`src/rtl/spi_fr_pkg.sv`:
```
`timescale 1ns/1ps
package spi_fr_pkg;
  localparam int unsigned NUM_RATES = 4;
  localparam int unsigned CNT_W     = 2 * NUM_RATES - 1;  // log2 of the slowest ratio
  localparam int unsigned MAX_RATIO = 1 << CNT_W;

  typedef enum logic [1:0] {
    ST_IDLE  = 2'd0,
    ST_ARMED = 2'd1,
    ST_RUN   = 2'd2
  } eng_st_e;

  // code n selects divide ratio 2^(2n+1)
  function automatic int unsigned rate_log2(input int unsigned code);
    return 2 * code + 1;
  endfunction
endpackage

```
`src/rtl/spi_fr_div.sv`:
```
`timescale 1ns/1ps
module spi_fr_div
  import spi_fr_pkg::*;
(
  input  logic       clk_i,
  input  logic       rst_ni,
  input  logic       run_i,
  input  logic [1:0] rate_i,
  output logic       lead_o,
  output logic       half_o
);
  logic [CNT_W-1:0] cnt_q;
  logic [CNT_W-1:0] full_m [NUM_RATES];
  logic [CNT_W-1:0] half_m [NUM_RATES];

  for (genvar gi = 0; gi < NUM_RATES; gi++) begin : g_mask
    assign full_m[gi] = CNT_W'((1 << rate_log2(gi)) - 1);
    assign half_m[gi] = CNT_W'((1 << (rate_log2(gi) - 1)) - 1);
  end

  always_ff @(posedge clk_i or negedge rst_ni) begin
    if (!rst_ni)     cnt_q <= '0;
    else if (!run_i) cnt_q <= '0;
    else             cnt_q <= cnt_q + CNT_W'(1);
  end

  // lead: last cycle of a bit period; half: last cycle of a half period
  assign lead_o = run_i && ((cnt_q & full_m[rate_i]) == full_m[rate_i]);
  assign half_o = run_i && ((cnt_q & half_m[rate_i]) == half_m[rate_i]);

  p_div_hold_r1: assert property (@(posedge clk_i) disable iff (!rst_ni)
    !run_i |=> (cnt_q == '0));
endmodule

```
`src/rtl/spi_fr_engine.sv`:
```
`timescale 1ns/1ps
module spi_fr_engine
  import spi_fr_pkg::*;
#(
  parameter int unsigned DATA_W = 8
) (
  input  logic              clk_i,
  input  logic              rst_ni,
  input  logic              active_i,
  input  logic              lead_i,
  input  logic              half_i,
  input  logic              cpha_i,
  input  logic              wr_valid_i,
  input  logic [DATA_W-1:0] wr_data_i,
  input  logic              miso_i,
  output logic              sck_ph_o,
  output logic              mosi_o,
  output logic [DATA_W-1:0] rx_data_o,
  output logic              done_o
);
  localparam int unsigned EDGES  = 2 * DATA_W;
  localparam int unsigned EDGE_W = $clog2(EDGES) + 1;
  localparam int unsigned LAST   = EDGES - 1;

  eng_st_e           st_q;
  logic [EDGE_W-1:0] edge_q, k;
  logic [DATA_W-1:0] tx_q, rx_q, rx_nxt, rx_data_q;
  logic              sck_q, mosi_q, done_q;
  logic              ev, smp, shf, last;

  always_comb begin
    ev     = (st_q == ST_ARMED && lead_i) || (st_q == ST_RUN && half_i);
    k      = (st_q == ST_RUN) ? edge_q : '0;
    last   = (k == EDGE_W'(LAST));
    smp    = cpha_i ? k[0] : ~k[0];
    shf    = cpha_i ? ~k[0] : (k[0] & ~last);
    rx_nxt = smp ? {rx_q[DATA_W-2:0], miso_i} : rx_q;
  end

  always_ff @(posedge clk_i or negedge rst_ni) begin
    if (!rst_ni) begin
      st_q      <= ST_IDLE;
      edge_q    <= '0;
      tx_q      <= '0;
      rx_q      <= '0;
      rx_data_q <= '0;
      sck_q     <= 1'b0;
      mosi_q    <= 1'b0;
      done_q    <= 1'b0;
    end else if (!active_i) begin
      st_q   <= ST_IDLE;
      edge_q <= '0;
      sck_q  <= 1'b0;
      done_q <= 1'b0;
    end else begin
      case (st_q)
        ST_IDLE: if (wr_valid_i) begin
          st_q   <= ST_ARMED;
          done_q <= 1'b0;
          if (cpha_i) tx_q <= wr_data_i;
          else begin
            tx_q   <= {wr_data_i[DATA_W-2:0], 1'b0};
            mosi_q <= wr_data_i[DATA_W-1];
          end
        end
        default: if (ev) begin
          sck_q  <= ~sck_q;
          rx_q   <= rx_nxt;
          edge_q <= k + EDGE_W'(1);
          if (shf) begin
            mosi_q <= tx_q[DATA_W-1];
            tx_q   <= {tx_q[DATA_W-2:0], 1'b0};
          end
          if (last) begin
            st_q      <= ST_IDLE;
            done_q    <= 1'b1;
            rx_data_q <= rx_nxt;
          end else begin
            st_q <= ST_RUN;
          end
        end
      endcase
    end
  end

  assign sck_ph_o  = sck_q;
  assign mosi_o    = mosi_q;
  assign rx_data_o = rx_data_q;
  assign done_o    = done_q;

  // armed-wait counter, checking only
  logic [CNT_W:0] wait_q;
  always_ff @(posedge clk_i or negedge rst_ni) begin
    if (!rst_ni)               wait_q <= '0;
    else if (st_q == ST_ARMED) wait_q <= wait_q + 1'b1;
    else                       wait_q <= '0;
  end

  p_idle_sck_r9: assert property (@(posedge clk_i) disable iff (!rst_ni)
    (st_q != ST_RUN) |-> !sck_q);
  p_start_on_lead_r3: assert property (@(posedge clk_i) disable iff (!rst_ni)
    (st_q == ST_RUN && $past(st_q) == ST_ARMED) |-> $past(lead_i));
  p_wait_bound_r3: assert property (@(posedge clk_i) disable iff (!rst_ni)
    wait_q < (CNT_W+1)'(MAX_RATIO));
  p_abort_r10: assert property (@(posedge clk_i) disable iff (!rst_ni)
    !active_i |=> (st_q == ST_IDLE && !done_q && !sck_q));
  p_done_last_r7: assert property (@(posedge clk_i) disable iff (!rst_ni)
    $rose(done_q) |-> ($past(st_q) == ST_RUN));
  p_tx_hold_r8: assert property (@(posedge clk_i) disable iff (!rst_ni)
    (st_q == ST_RUN && active_i && !ev) |=> $stable(tx_q));
endmodule

```
`src/rtl/spi_freerun_tx.sv`:
```
`timescale 1ns/1ps
module spi_freerun_tx
  import spi_fr_pkg::*;
#(
  parameter int unsigned DATA_W = 8
) (
  input  logic              clk_i,
  input  logic              rst_ni,
  input  logic              cfg_en_i,
  input  logic              cfg_master_i,
  input  logic [1:0]        cfg_rate_i,
  input  logic              cfg_cpha_i,
  input  logic              cfg_cpol_i,
  input  logic              wr_valid_i,
  input  logic [DATA_W-1:0] wr_data_i,
  input  logic              miso_i,
  output logic              sck_o,
  output logic              mosi_o,
  output logic [DATA_W-1:0] rx_data_o,
  output logic              done_o
);
  logic active, lead, half, sck_ph;

  assign active = cfg_en_i & cfg_master_i;

  spi_fr_div u_div (
    .clk_i  (clk_i),
    .rst_ni (rst_ni),
    .run_i  (active),
    .rate_i (cfg_rate_i),
    .lead_o (lead),
    .half_o (half)
  );

  spi_fr_engine #(.DATA_W(DATA_W)) u_eng (
    .clk_i      (clk_i),
    .rst_ni     (rst_ni),
    .active_i   (active),
    .lead_i     (lead),
    .half_i     (half),
    .cpha_i     (cfg_cpha_i),
    .wr_valid_i (wr_valid_i),
    .wr_data_i  (wr_data_i),
    .miso_i     (miso_i),
    .sck_ph_o   (sck_ph),
    .mosi_o     (mosi_o),
    .rx_data_o  (rx_data_o),
    .done_o     (done_o)
  );

  assign sck_o = sck_ph ^ cfg_cpol_i;
endmodule

```
`config.mk`:
```
export PLATFORM = sky130hd
export DESIGN_NAME = spi_freerun_tx
export DESIGN_NICKNAME = d
export VERILOG_FILES = /design/src/rtl/spi_fr_pkg.sv /design/src/rtl/spi_fr_div.sv /design/src/rtl/spi_fr_engine.sv /design/src/rtl/spi_freerun_tx.sv
export SDC_FILE = /design/constraint.sdc
export NUM_CORES = 1
export LEC_CHECK = 0
export ABC_CLOCK_PERIOD_IN_PS = 5500
export BUFFER_PORTS_ARGS = -buffer_cell sky130_fd_sc_hd__buf_4
export CAP_MARGIN = 25
export CORE_AREA = 2 2 63 65
export CTS_BUF_LIST = sky130_fd_sc_hd__clkbuf_16
export CTS_CLUSTER_DIAMETER = 80
export DETAILED_ROUTE_END_ITERATION = 7
export DIE_AREA = 0 0 65 67
export PLACE_DENSITY = 0.81
export RECOVER_POWER = 25
export SLEW_MARGIN = 20
export SYNTH_ARGS = -nofsm -noshare
export SYNTH_HDL_FRONTEND = slang
export SYNTH_SLANG_ARGS = --single-unit
```
`constraint.sdc`:
```
create_clock -name clk_i -period 5.5 [get_ports clk_i]
set_clock_uncertainty 0.15 [all_clocks]
set_input_delay 0.55 -clock clk_i [delete_from_list [all_inputs] [get_ports clk_i]]
set_output_delay 0.55 -clock clk_i [all_outputs]
set_load 0.02 [all_outputs]
```
### After elaboration in Yosys (flattened, before gate mapping)

Index checks and enable logic that the tools add are counted.

* register bits after elaboration: 41
* bits of input ports: 18
* output and inout bits: 11

* add/sub/neg operators: 2
* magnitude comparators: 1
* equal/unequal tests: 12
* multiplexer cells: 37
* bitwise operators: 10
* reduce and logical (&&, ||, !) cells: 15

Operators by type and width (count)
* $mux 8: 6
* $mux 7: 5
* $bmux 7 s2: 2
* $mux 5: 4
* $mux 1: 15
* $and 7x7->7: 2
* $eq 7x7->1: 2
* $mux 2: 5
* $reduce_and 4->1: 2
* $add 7x1->7 const B: 1
* $ne 2x2->1 const B: 3
* $ne 3x1->1 const B: 2
* $reduce_and 3->1: 2
* $add 5x1->5 const B: 1
* $eq 5x4->1 const B: 1
* $reduce_and 5->1: 1
* $logic_and 1x1->1: 4
* $not 1->1: 4
* $reduce_and 2->1: 2
* $reduce_bool 2->1: 2
* $ge 3x3->1 const B: 1
* $ne 3x3->1 const B: 1
* $not 2->3: 1
* $and 1x1->1: 2
* other kinds (6): 6

### Depth between registers and ports, before layout

Gate-level depths: netlist (run 1).

* depth after elaboration: 12
* mapped depth: 12
* mapped depth without buffers: 11

### Modules after synthesis

From an unflattened synthesis (run 1), not the netlist that was laid out.

* cell total of the unflattened synthesis: 198
* area total of the unflattened synthesis: 2147.1 µm²

By module, submodules not included
* spi_fr_engine: instances 1, cells an instance 158, area an instance 1764.2 µm²
* spi_fr_div: instances 1, cells an instance 38, area an instance 367.9 µm²
* spi_freerun_tx: instances 1, cells an instance 2, area an instance 15.0 µm²

### Worst setup path before layout (run 1)

No wires, ideal clock.

* kind: reg2reg
* start: register u_eng.st_q[0]
* end: register u_eng.tx_q[1]
* library setup time: 125 ps
* arrival time: 2300 ps
* required time: 5225 ps
* setup slack: 2925 ps
* cell stages (with the launch flop): 13
* path buffers: 1
* clock period less this slack: 2575 ps
* cells stage by stage: dfrtp_1 -> buf_2 -> nor2b_1 -> and2_1 -> ha_1 -> nand2_1 -> nor2_1 -> ha_1 -> nand4bb_1 -> nor2_1 -> o21ai_0 -> o21ai_4 -> mux2_2

* word-level cells in the longest chain between the ends: 8
* elaborated cells on any way between the ends: 17
* classes of those cells: eq/ne: 4; mux: 3; bitwise: 3; reduce/logical: 7

Ends and longest elaborated chain
* from (decl): line spi_fr_engine.sv:25 `eng_st_e st_q;`
* from (signal assigned): line spi_fr_engine.sv:42 `st_q <= ST_IDLE;`
* from (signal assigned): line spi_fr_engine.sv:51 `st_q <= ST_IDLE;`
* from (signal assigned): line spi_fr_engine.sv:58 `st_q <= ST_ARMED;`
* $eq 2x2->1: line spi_fr_engine.sv:32, spi_fr_engine.sv:33
* $mux 5: line spi_fr_engine.sv:33 `k = (st_q == ST_RUN) ? edge_q : '0;`
* $eq 5x4->1: line spi_fr_engine.sv:34 `last = (k == EDGE_W'(LAST));`
* $not 1->1: line spi_fr_engine.sv:36 `shf = cpha_i ? ~k[0] : (k[0] & ~last);`
* $and 1x1->1: line spi_fr_engine.sv:36
* $mux 1: line spi_fr_engine.sv:36
* $reduce_bool 2->1 (no line)
* $reduce_and 4->1 (no line)
* to (signal assigned): line spi_fr_engine.sv:60 `if (cpha_i) tx_q <= wr_data_i;`
* to (signal assigned): line spi_fr_engine.sv:62 `tx_q <= {wr_data_i[DATA_W-2:0], 1'b0};`
* to (signal assigned): line spi_fr_engine.sv:72 `tx_q <= {tx_q[DATA_W-2:0], 1'b0};`
* to (decl): line spi_fr_engine.sv:27 `logic [DATA_W-1:0] tx_q, rx_q, rx_nxt, rx_data_q;`

Parallel ways exist; a longest one is shown, timed or not.
A chain may end at the register's enable or synchronous reset.

### Worst setup path in the final report (run 1)

* start: register u_eng.st_q[1]
* end: register u_eng.tx_q[1]

Same word-level chain as after synthesis.

==> impl_metrics.toml, run 1 <==
[outcome]
outcome = "finished, violations left"
violations = "capacitance limit, slew limit"

[logic_synthesis]
async_flop_share_pct = 100.0
ys_warn_count = 0
yosys.cell_types.count = 43
synth.ff_latch_count = 41
synth-edff-count = 0
synth_flop_cell = "dfrtp_1"
synth.yosys.seq_area_share_pct = 48.21
synthCells = 194
synth.net_count = 215
synth_area_um2 = 2128
avgSynthCellArea_um2 = 10.97

[sta]
fmax_ghz = 0.3338
setup_slack_ps = 2505
rsz0062_at_grt = "false"
hold_viol = 0
min_period_ps = 2995
tns_ps = 0
max_slew_margin_pct = -40.23
min_period_over_period_pct = 54.46
setup_viol = 0
slew_violations = 42
worst_slew_pin_slew_ps = 2104

[flow_run]
maxCapViolCount = 1

[layout]
diodes = 0
utilization_pct = 69.36
syn2layout_area_growth_pct = 17.52
final_cell_mix = "dfrtp_1, mux2_2, buf_4, nor2_1, a21oi_1"
mostFrequentLayoutCell = "dfrtp_1"
fillers = 289
ff_latch_area_um2 = 1026
drive_gt1_share_pct = 32.29
nNetsFinal = 243
multi_input_area_um2 = 1059

[routing]
vias = 1581
wl_per_cell_um = 15.32
drt-vias-per-instance = 5.834
totalWireLength_um = 4153
drt-pass1-iter-count = 4
drc = 0
drtIter0Drc = 63
postRouteAntennaNets = 0

[placement]
dp_hpwl_um = 2964
pre_cts_ws_ps = 2570
numPortBuffers = 28
routabilityCongestion = 0.7632

[floorplanning]
num_rows = 22
coreArea_um2 = 3606
die_h_um = 67
die_w_um = 65
die-area_um2 = 4355
start_util_pct = 59.02
io-pin-count = 29

[critical_path]
cp_max_fo = 8
cp-end-kind = "register"
arrival_ps = 3010
crit_type = "register to register"
crit_path_start_kind = "register"
crit_required_ps = 5510

[cts]
cts_tree = "done"
htreeDepth = 2
clk-insertion-delay-late_ps = 280
cts_sinks = 41
cts_setup_buffers = 0
clk_pin_slew_worst_paths_ps = 60
root_buffer = "clkbuf_16"
clk_path_buf_depth = 2
cts-buffers-inserted = 5
ctsResizeCount = 0
postCtsHoldBufs = 0

[power_and_ir_drop]
power_leakage_uw = 0.001176
powerDensity_nw_per_um2 = 271.9
ir_worst_vdd_v = 0.0002404

[grt]
antenna_found_initial = 0
grt_overflow = 0
grt_usage_pct = 21.22
grt_pass1_vias = 1551
grt_pass1_wl_um = 6982
grt_max_degree = 42

[worst_hold_path]
hp-class = "register to register"
state kept, by name (all words and copies together), names as in the netlist:
register / cells
u_eng.done_o: 1
u_eng.rx_data_o: 8
u_div.cnt_q: 7
u_eng.edge_q: 5
u_eng.tx_q: 8
u_eng.rx_q: 8
u_eng.mosi_o: 1
u_eng.sck_ph_o: 1
u_eng.st_q: 2
final cells by class:
| cell class | count | area share (%) |
|---|---|---|
| Multi-Input combinational cell | 144 | 42.32 |
| Sequential cell | 41 | 41.02 |
| Timing Repair Buffer | 28 | 8.254 |
| Clock buffer | 5 | 5.002 |
| Tap cell | 48 | 2.401 |
| Clock inverter | 3 | 0.7003 |
| Inverter | 2 | 0.3001 |
worst max-delay path: stages (launching register included):
cell and delay (ps):
dfrtp_1 470, nor2b_1 290, and2_1 240, ha_1 220, nand2_1 60, nor2_1 90, ha_1 190, nand4bb_1 170
nor2_1 70, o21ai_0 470, o21ai_4 160, mux2_2 310
per-layer routing:
| metal | vias up | wire (um) | GRT usage, % |
|---|---|---|---|
| met5 | - | 0 | 0 |
| met4 | 0 | 47 | 6.649 |
| met3 | 8 | 155 | 5.912 |
| met1 | 782 | 1768 | 24.89 |
| li1 | 756 | - | - |
| met2 | 35 | 2181 | 37.63 |
synth_stat cells (all sizes together) (2+ instances only):
| cell type | count | area [um^2] |
|---|---|---|
| a21boi | 2 | 15.01 |
| a21oi | 14 | 70.07 |
| and2 | 4 | 25.02 |
| and3 | 2 | 12.51 |
| buf | 5 | 31.28 |
| clkbuf | 2 | 7.510 |
| dfrtp | 41 | 1026 |
| ha | 3 | 37.54 |
| inv | 2 | 7.510 |
| mux2 | 31 | 349.1 |
| mux2i | 7 | 70.07 |
| nand2 | 13 | 51.30 |
| nand3 | 11 | 55.05 |
| nor2 | 20 | 75.07 |
| nor2b | 2 | 12.51 |
| o21a | 3 | 22.52 |
| o21ai | 8 | 55.06 |
| xnor2 | 3 | 26.28 |
| xor2 | 3 | 26.28 |
cell families (layout without fill, tap and decap cells):
group	after synthesis	in the layout	share of synthesized area (%)
AND/OR/NAND/NOR	58	58	12.93
buffers and inverters	9	38	2.175
AO/OA/AOI/OAI	39	39	12.76
XOR/XNOR	6	6	2.470
multiplexers	38	38	19.69
adder cells (fa/ha/maj)	3	3	1.764
flip-flops	41	41	48.21
report_power, final:
| group | leakage [uW] | internal (uW) | total, uW | switching [uW] |
|---|---|---|---|---|
| logic | 0.000554 | 34.5 | 68.2 | 33.8 |
| registers | 0.000552 | 320 | 332 | 11.9 |
| clock network | 0.0000696 | 166 | 280 | 114 |
per-stage QoR:
stage | std cells | hold slack (ps) | cell area, um^2 | power (uW)
after floorplan | 194 | 104.4 | 2128 | 375.3
after global placement | 263 | 339.3 | 2360 | 401.6
after detailed placement | 263 | 344.2 | 2360 | 406.5
after CTS | 271 | 108.2 | 2502 | 684.6
after global routing | 271 | 369.1 | 2501 | 707.4
final | 271 | 354.6 | 2501 | 680.0
worst paths after layout:
check,startpoint,end,slack (ps),depth (start not counted)
setup reg to reg,u_eng.st_q[1]$_DFFE_PN0P_,u_eng.tx_q[1]$_DFFE_PN0P_,2500,11
min in group asynchronous,rst_ni,u_eng.sck_ph_o$_DFFE_PN0P_,720,1
hold / removal,u_eng.rx_data_o[6]$_DFFE_PN0P_,u_eng.rx_data_o[6]$_DFFE_PN0P_,350,1
setup / recovery,u_eng.st_q[1]$_DFFE_PN0P_,u_eng.tx_q[1]$_DFFE_PN0P_,2500,11
hold reg to reg,u_eng.rx_data_o[6]$_DFFE_PN0P_,u_eng.rx_data_o[6]$_DFFE_PN0P_,350,1
max in group asynchronous,rst_ni,u_eng.rx_data_o[7]$_DFFE_PN0P_,3270,1
Note: power is estimated with default switching activity, not from simulation.
==> run 2, diff against run 1 <==
--- a/config.mk
+++ b/config.mk
@@ -5,15 +5,15 @@
 export SDC_FILE = /design/constraint.sdc
 export NUM_CORES = 1
 export LEC_CHECK = 0
-export ABC_CLOCK_PERIOD_IN_PS = 5500
+export ABC_CLOCK_PERIOD_IN_PS = 2700
 export BUFFER_PORTS_ARGS = -buffer_cell sky130_fd_sc_hd__buf_4
 export CAP_MARGIN = 25
-export CORE_AREA = 2 2 63 65
+export CORE_AREA = 2 2 68 70
 export CTS_BUF_LIST = sky130_fd_sc_hd__clkbuf_16
 export CTS_CLUSTER_DIAMETER = 80
 export DETAILED_ROUTE_END_ITERATION = 7
-export DIE_AREA = 0 0 65 67
-export PLACE_DENSITY = 0.81
+export DIE_AREA = 0 0 70 72
+export PLACE_DENSITY = 0.73
 export RECOVER_POWER = 25
 export SLEW_MARGIN = 20
 export SYNTH_ARGS = -nofsm -noshare
==> constraint.sdc (replaced) <==
create_clock -name clk_i -period 2.7 [get_ports clk_i]
set_clock_uncertainty 0.15 [all_clocks]
set_input_delay 0.27 -clock clk_i [delete_from_list [all_inputs] [get_ports clk_i]]
set_output_delay 0.27 -clock clk_i [all_outputs]
set_load 0.02 [all_outputs]
==> run 2 against run 1 <==
  * Design area is 5.7% higher
  * Count of clock-buffer cells in the layout stayed put
  * Die area is 16% higher
  * The run now ends clean
  * Critical path type unchanged
==> impl_metrics.toml, run 2 (synthesized netlist as in run 1, its figures left out) <==
[grt]
grt_pass1_wl_um = 7272
grt_pass1_vias = 1634
antenna_found_initial = 0
grt_usage_pct = 18.28
grt_max_degree = 42
grt_overflow = 0

[critical_path]
crit_type = "register to register"
cp_common_cell = "nor2_1"
r2r-start = "u_eng.st_q[1]$_DFFE_PN0P_"
rr_endpoint = "u_eng.tx_q[7]$_DFFE_PN0P_"
crit_slowest_cell = "dfrtp_1"
rr_worst_depth = 12
crit_required_ps = 2710
cp_max_fo = 7
max_stage_delay_ps = 370
arrival_ps = 2630
crit_chain = "nor2b_1 -> and2_1 -> ha_2 -> nand2_1 -> nor2_1 -> ha_1 -> nand4bb_1 -> nor2_1 -> o21ai_2 -> o21ai_4 -> buf_12 -> mux2_2"
r2r_slack_ps = 90
cp-end-kind = "register"
crit_path_start_kind = "register"

[routing]
totalWireLength_um = 4281
drt-vias-per-instance = 5.657
drt-pass1-iter-count = 4
postRouteAntennaNets = 0
drtIter0Drc = 86
vias = 1618
drc = 0
wl_per_cell_um = 14.97

[layout]
nNetsFinal = 254
final_cell_mix = "dfrtp_1, buf_4, mux2_2, nor2_1, a21oi_1"
drive_gt1_share_pct = 35.04
multi_input_area_um2 = 1077
syn2layout_area_growth_pct = 24.22
utilization_pct = 62.00
diodes = 0
fillers = 353
final_cells = 286
ff_latch_area_um2 = 1026
mostFrequentLayoutCell = "dfrtp_1"

[floorplanning]
die-area_um2 = 5040
io-pin-count = 29
coreArea_um2 = 4264
die_w_um = 70
start_util_pct = 49.91
num_rows = 24
die_h_um = 72

[power_and_ir_drop]
clockPowerShare_pct = 43.9
powerDensity_nw_per_um2 = 563.6
p_total_uw = 1490
power_switching_uw = 321.8
seq_power_share_pct = 45.4
ir_worst_vdd_v = 0.0005151
switching_share_pct = 21.60
p_int_uw = 1168
comb_power_share_pct = 10.7
power_leakage_uw = 0.001255

[placement]
numPortBuffers = 28
dp_hpwl_um = 2936
placed_cells = 276
routabilityCongestion = 0.8124

[worst_hold_path]
min_to = "u_eng.rx_q[0]$_DFFE_PN0P_"
hp-class = "primary input to register"
hold_depth = 2
hp-start = "miso_i"

[sta]
hold_viol = 0
fmax_ghz = 0.3825
max_slew_margin_pct = 32.24
worst_slew_pin_slew_ps = 1016
min_period_over_period_pct = 96.83
whs_ps = 94.32
slew_violations = 0
setup_viol = 0
min_period_ps = 2614

[outcome]
outcome = "completed"

[flow_run]
maxCapViolCount = 0

[cts]
clk-insertion-delay-late_ps = 280
htreeDepth = 2
cts_sinks = 41
root_buffer = "clkbuf_16"
cts_tree = "done"
cts-buffers-inserted = 5
clk_pin_slew_worst_paths_ps = 60
clk_path_buf_depth = 2
run 2: cell count changes in the layout (fill, tap and decap cells not counted), sizes merged:
| cell | previous run | this run |
|---|---|---|
| buf | 27 | 37 |
| bufinv | 0 | 1 |
| clkinvlp | 1 | 0 |
| clkinv | 2 | 1 |
| dlygate4sd3 | 0 | 1 |
| inv | 2 | 3 |
run 2: worst max-delay path: cells and delay by family, from the launching register on:
family | cells | cell delay (ps)
AND/OR/NAND/NOR | 6 | 830
adder cells (fa/ha/maj) | 2 | 400
flip-flops | 1 | 370
multiplexers | 1 | 320
AO/OA/AOI/OAI | 2 | 290
buffers and inverters | 1 | 140
run 2: routing by layer:
| metal | wire length (um) | track usage, % | vias to the layer above |
|---|---|---|---|
| met1 | 1900 | 22.35 | 804 |
| met2 | 2153 | 31.64 | 32 |
| met4 | 76 | 7.051 | 0 |
| li1 | - | - | 775 |
| met5 | 0 | 0 | - |
| met3 | 150 | 4.306 | 7 |
run 2: worst max path at each step:
stage,end,cells after the start,slack [ps],start
floorplan,u_eng.tx_q[1]$_DFFE_PN0P_,12,130,u_eng.st_q[0]$_DFFE_PN0P_
global placement,u_eng.tx_q[3]$_DFFE_PN0P_,11,120,u_eng.st_q[1]$_DFFE_PN0P_
detailed placement,u_eng.tx_q[5]$_DFFE_PN0P_,11,70,u_eng.st_q[1]$_DFFE_PN0P_
CTS,u_eng.tx_q[7]$_DFFE_PN0P_,11,50,u_eng.st_q[1]$_DFFE_PN0P_
global route,u_eng.tx_q[1]$_DFFE_PN0P_,12,-50,u_eng.st_q[1]$_DFFE_PN0P_
finish,u_eng.tx_q[7]$_DFFE_PN0P_,12,90,u_eng.st_q[1]$_DFFE_PN0P_
run 2: power by group through the flow:
stage	Combinational (uW)	Clock, uW	Sequential, uW
detailed placement	145	0	686
floorplan	81.0	0	684
CTS	147	668	675
global placement	142	0	684
finish	159	655	676
global route	174	703	680
run 2: metrics by stage:
| step | setup slack, ps | setup TNS, ps | instance area (um^2) |
|---|---|---|---|
| global route | -48.42 | -276.6 | 2644 |
| floorplan | 125.4 | 0 | 2128 |
| global placement | 124.8 | 0 | 2432 |
| finish | 85.52 | 0 | 2644 |
| detailed placement | 74.67 | 0 | 2432 |
| CTS | 47.58 | 0 | 2605 |
run 2: area by class of cell:
cell class | count | area share, %
clock buffer | 5 | 4.733
timing repair buffer | 39 | 11.55
clock inverter | 3 | 1.420
multi-input combinational | 144 | 40.75
sequential | 41 | 38.81
tap | 52 | 2.461
inverter | 2 | 0.2840
run 2: timing repair:
action / in CTS / in global routing
setup buffers: 0 / 1
setup endpoints to repair: 0 / 9
hold buffers: 1 / 0
hold endpoints to repair: 41 / 0
gates resized for setup: 0 / 7
==> run 3, diff against run 2 <==
--- a/config.mk
+++ b/config.mk
@@ -13,8 +13,10 @@
 export CTS_CLUSTER_DIAMETER = 80
 export DETAILED_ROUTE_END_ITERATION = 7
 export DIE_AREA = 0 0 70 72
+export GPL_TIMING_DRIVEN = 0
 export PLACE_DENSITY = 0.73
 export RECOVER_POWER = 25
+export SETUP_SLACK_MARGIN = 0.3
 export SLEW_MARGIN = 20
 export SYNTH_ARGS = -nofsm -noshare
 export SYNTH_HDL_FRONTEND = slang
==> run 3 against run 2 <==
  * Design area increased by 3.9%
  * Setup slack improved by 120 ps
  * Sequential cell count unchanged
  * Total power increased by 0.91%
  * Clock power increased by 0.6%
  * First-iteration DRC count decreased by 29%
  * Maximum frequency increased by 4.6%
  * Critical path depth unchanged
  * Critical path type unchanged
  * Critical endpoint is now u_eng.tx_q[2]$_DFFE_PN0P_
  * Largest cell class unchanged
==> impl_metrics.toml, run 3 (synthesized netlist as in run 1, its figures left out) <==
[placement]
routabilityCongestion = 0.7976
numPortBuffers = 28
dp_hpwl_um = 2768
placed_cells = 274
pre_cts_ws_ps = 50.42

[grt]
grt_pass1_vias = 1586
grt_usage_pct = 18.65
grt_pass1_wl_um = 7307
grt_overflow = 0
antenna_found_initial = 0
grt_max_degree = 42

[flow_run]
maxCapViolCount = 0

[layout]
syn2layout_area_growth_pct = 29.04
nNetsFinal = 261
final_cells = 293
final_cell_mix = "dfrtp_1, buf_4, mux2_2, nor2_1, a21oi_1"
drive_gt1_share_pct = 38.17
mostFrequentLayoutCell = "dfrtp_1"
fillers = 371
diodes = 0

[floorplanning]
die_h_um = 72
die_w_um = 70
die-area_um2 = 5040
io-pin-count = 29
start_util_pct = 49.91
coreArea_um2 = 4264
num_rows = 24

[routing]
totalWireLength_um = 4190
drtIter0Drc = 61
vias = 1610
drc = 0
wl_per_cell_um = 14.30
drt-pass1-iter-count = 4
postRouteAntennaNets = 0
drt-vias-per-instance = 5.495

[power_and_ir_drop]
powerDensity_nw_per_um2 = 547.5
p_total_uw = 1504
ir_worst_vdd_v = 0.0003489
power_leakage_uw = 0.001290

[critical_path]
crit_slowest_cell = "dfrtp_2"
cp-end-kind = "register"
crit_type = "register to register"
crit_chain = "nor2b_4 -> and2_4 -> ha_4 -> nand2_2 -> nor2_2 -> ha_2 -> nand4bb_1 -> nor2_1 -> o21ai_2 -> o21ai_4 -> buf_12 -> mux2_4"
cp_max_fo = 6
cp_num_buf_inv = 1
crit_path_start_kind = "register"
crit_required_ps = 2710
max_stage_delay_ps = 400
arrival_ps = 2510
critPathTopFamily = "simple AND/OR/NAND/NOR gates"

[sta]
min_period_over_period_pct = 92.53
fmax_ghz = 0.4003
min_period_ps = 2498
hold_viol = 0
tns_ps = 0
slew_violations = 0
rsz0062_at_grt = "true"
max_slew_margin_pct = 33.24
whs_ps = 85.68
setup_viol = 0
setup_slack_ps = 201.6
worst_slew_pin_slew_ps = 1001

[cts]
cts-buffers-inserted = 5
cts_tree = "done"
clk_path_buf_depth = 2
root_buffer = "clkbuf_16"
htreeDepth = 2
clk-insertion-delay-late_ps = 280
cts_sinks = 41
clk_pin_slew_worst_paths_ps = 60

[worst_hold_path]
hp-class = "primary input to register"

[outcome]
outcome = "completed"
## run 3: cell count changes in the layout (fill, tap and decap cells not counted), moves of 2 or more
cell and delta:
mux2_2 -3, mux2_4 +3, and2_1 -2, and2_4 +2, buf_1 +2, buf_6 +2, clkbuf_1 +2
## run 3: worst paths after layout
path / from / to / slack [ps] / cells after the start
max: u_eng.st_q[1]$_DFFE_PN0P_ / u_eng.tx_q[2]$_DFFE_PN0P_ / 200 / 12
min: miso_i / u_eng.rx_q[0]$_DFFE_PN0P_ / 90 / 2
max reg2reg: u_eng.st_q[1]$_DFFE_PN0P_ / u_eng.tx_q[2]$_DFFE_PN0P_ / 200 / 12
min reg2reg: u_eng.rx_data_o[7]$_DFFE_PN0P_ / u_eng.rx_data_o[7]$_DFFE_PN0P_ / 360 / 1
max in group asynchronous: rst_ni / u_eng.st_q[1]$_DFFE_PN0P_ / 1180 / 2
min in group asynchronous: rst_ni / u_div.cnt_q[2]$_DFF_PN0_ / 540 / 2
## run 3: what timing repair did
| item | in CTS | in global routing |
|---|---|---|
| hold endpoints to repair | 41 | 0 |
| endpoints found under the setup margin | 24 | 24 |
| buffers inserted | 9 | 1 |
| pin swaps | 8 | 6 |
| gates resized for setup | 4 | 3 |
| hold buffers | 1 | 0 |
## run 3: cell type report
class                      instances  area [um^2]  area share [%]
buffer                             7        45.04           1.640
clock buffer                       5        125.1           4.556
clock inverter                     3        37.54           1.367
inverter                           2        7.507          0.2733
multi-input combinational        144         1134           41.28
sequential                        41         1027           37.40
tap                               52        65.06           2.369
timing repair buffer              39        305.3           11.12
## run 3: per-layer routing
layer / track usage, % / wire (um)
met1: 23.28 / 1897
met3: 5.278 / 161
met4: 8.120 / 83
met5: 0 / 0
met2: 30.58 / 2047
## run 3: where the power goes
| part | internal, uW | total, uW | switching, uW | leakage, uW |
|---|---|---|---|---|
| clock network | 429 | 659 | 229 | 0.0000826 |
| registers | 653 | 674 | 21.9 | 0.000550 |
| logic | 94.3 | 171 | 76.3 | 0.000657 |
| total | 1180 | 1500 | 328 | 0.00129 |
## run 3: through the flow
stage | instance area [um^2] | util (%)
global placement | 2461 | 57.72
global route | 2746 | 64.41
floorplan | 2186 | -
CTS | 2729 | 64.00
detailed placement | 2461 | 57.72
finish | 2746 | 64.41
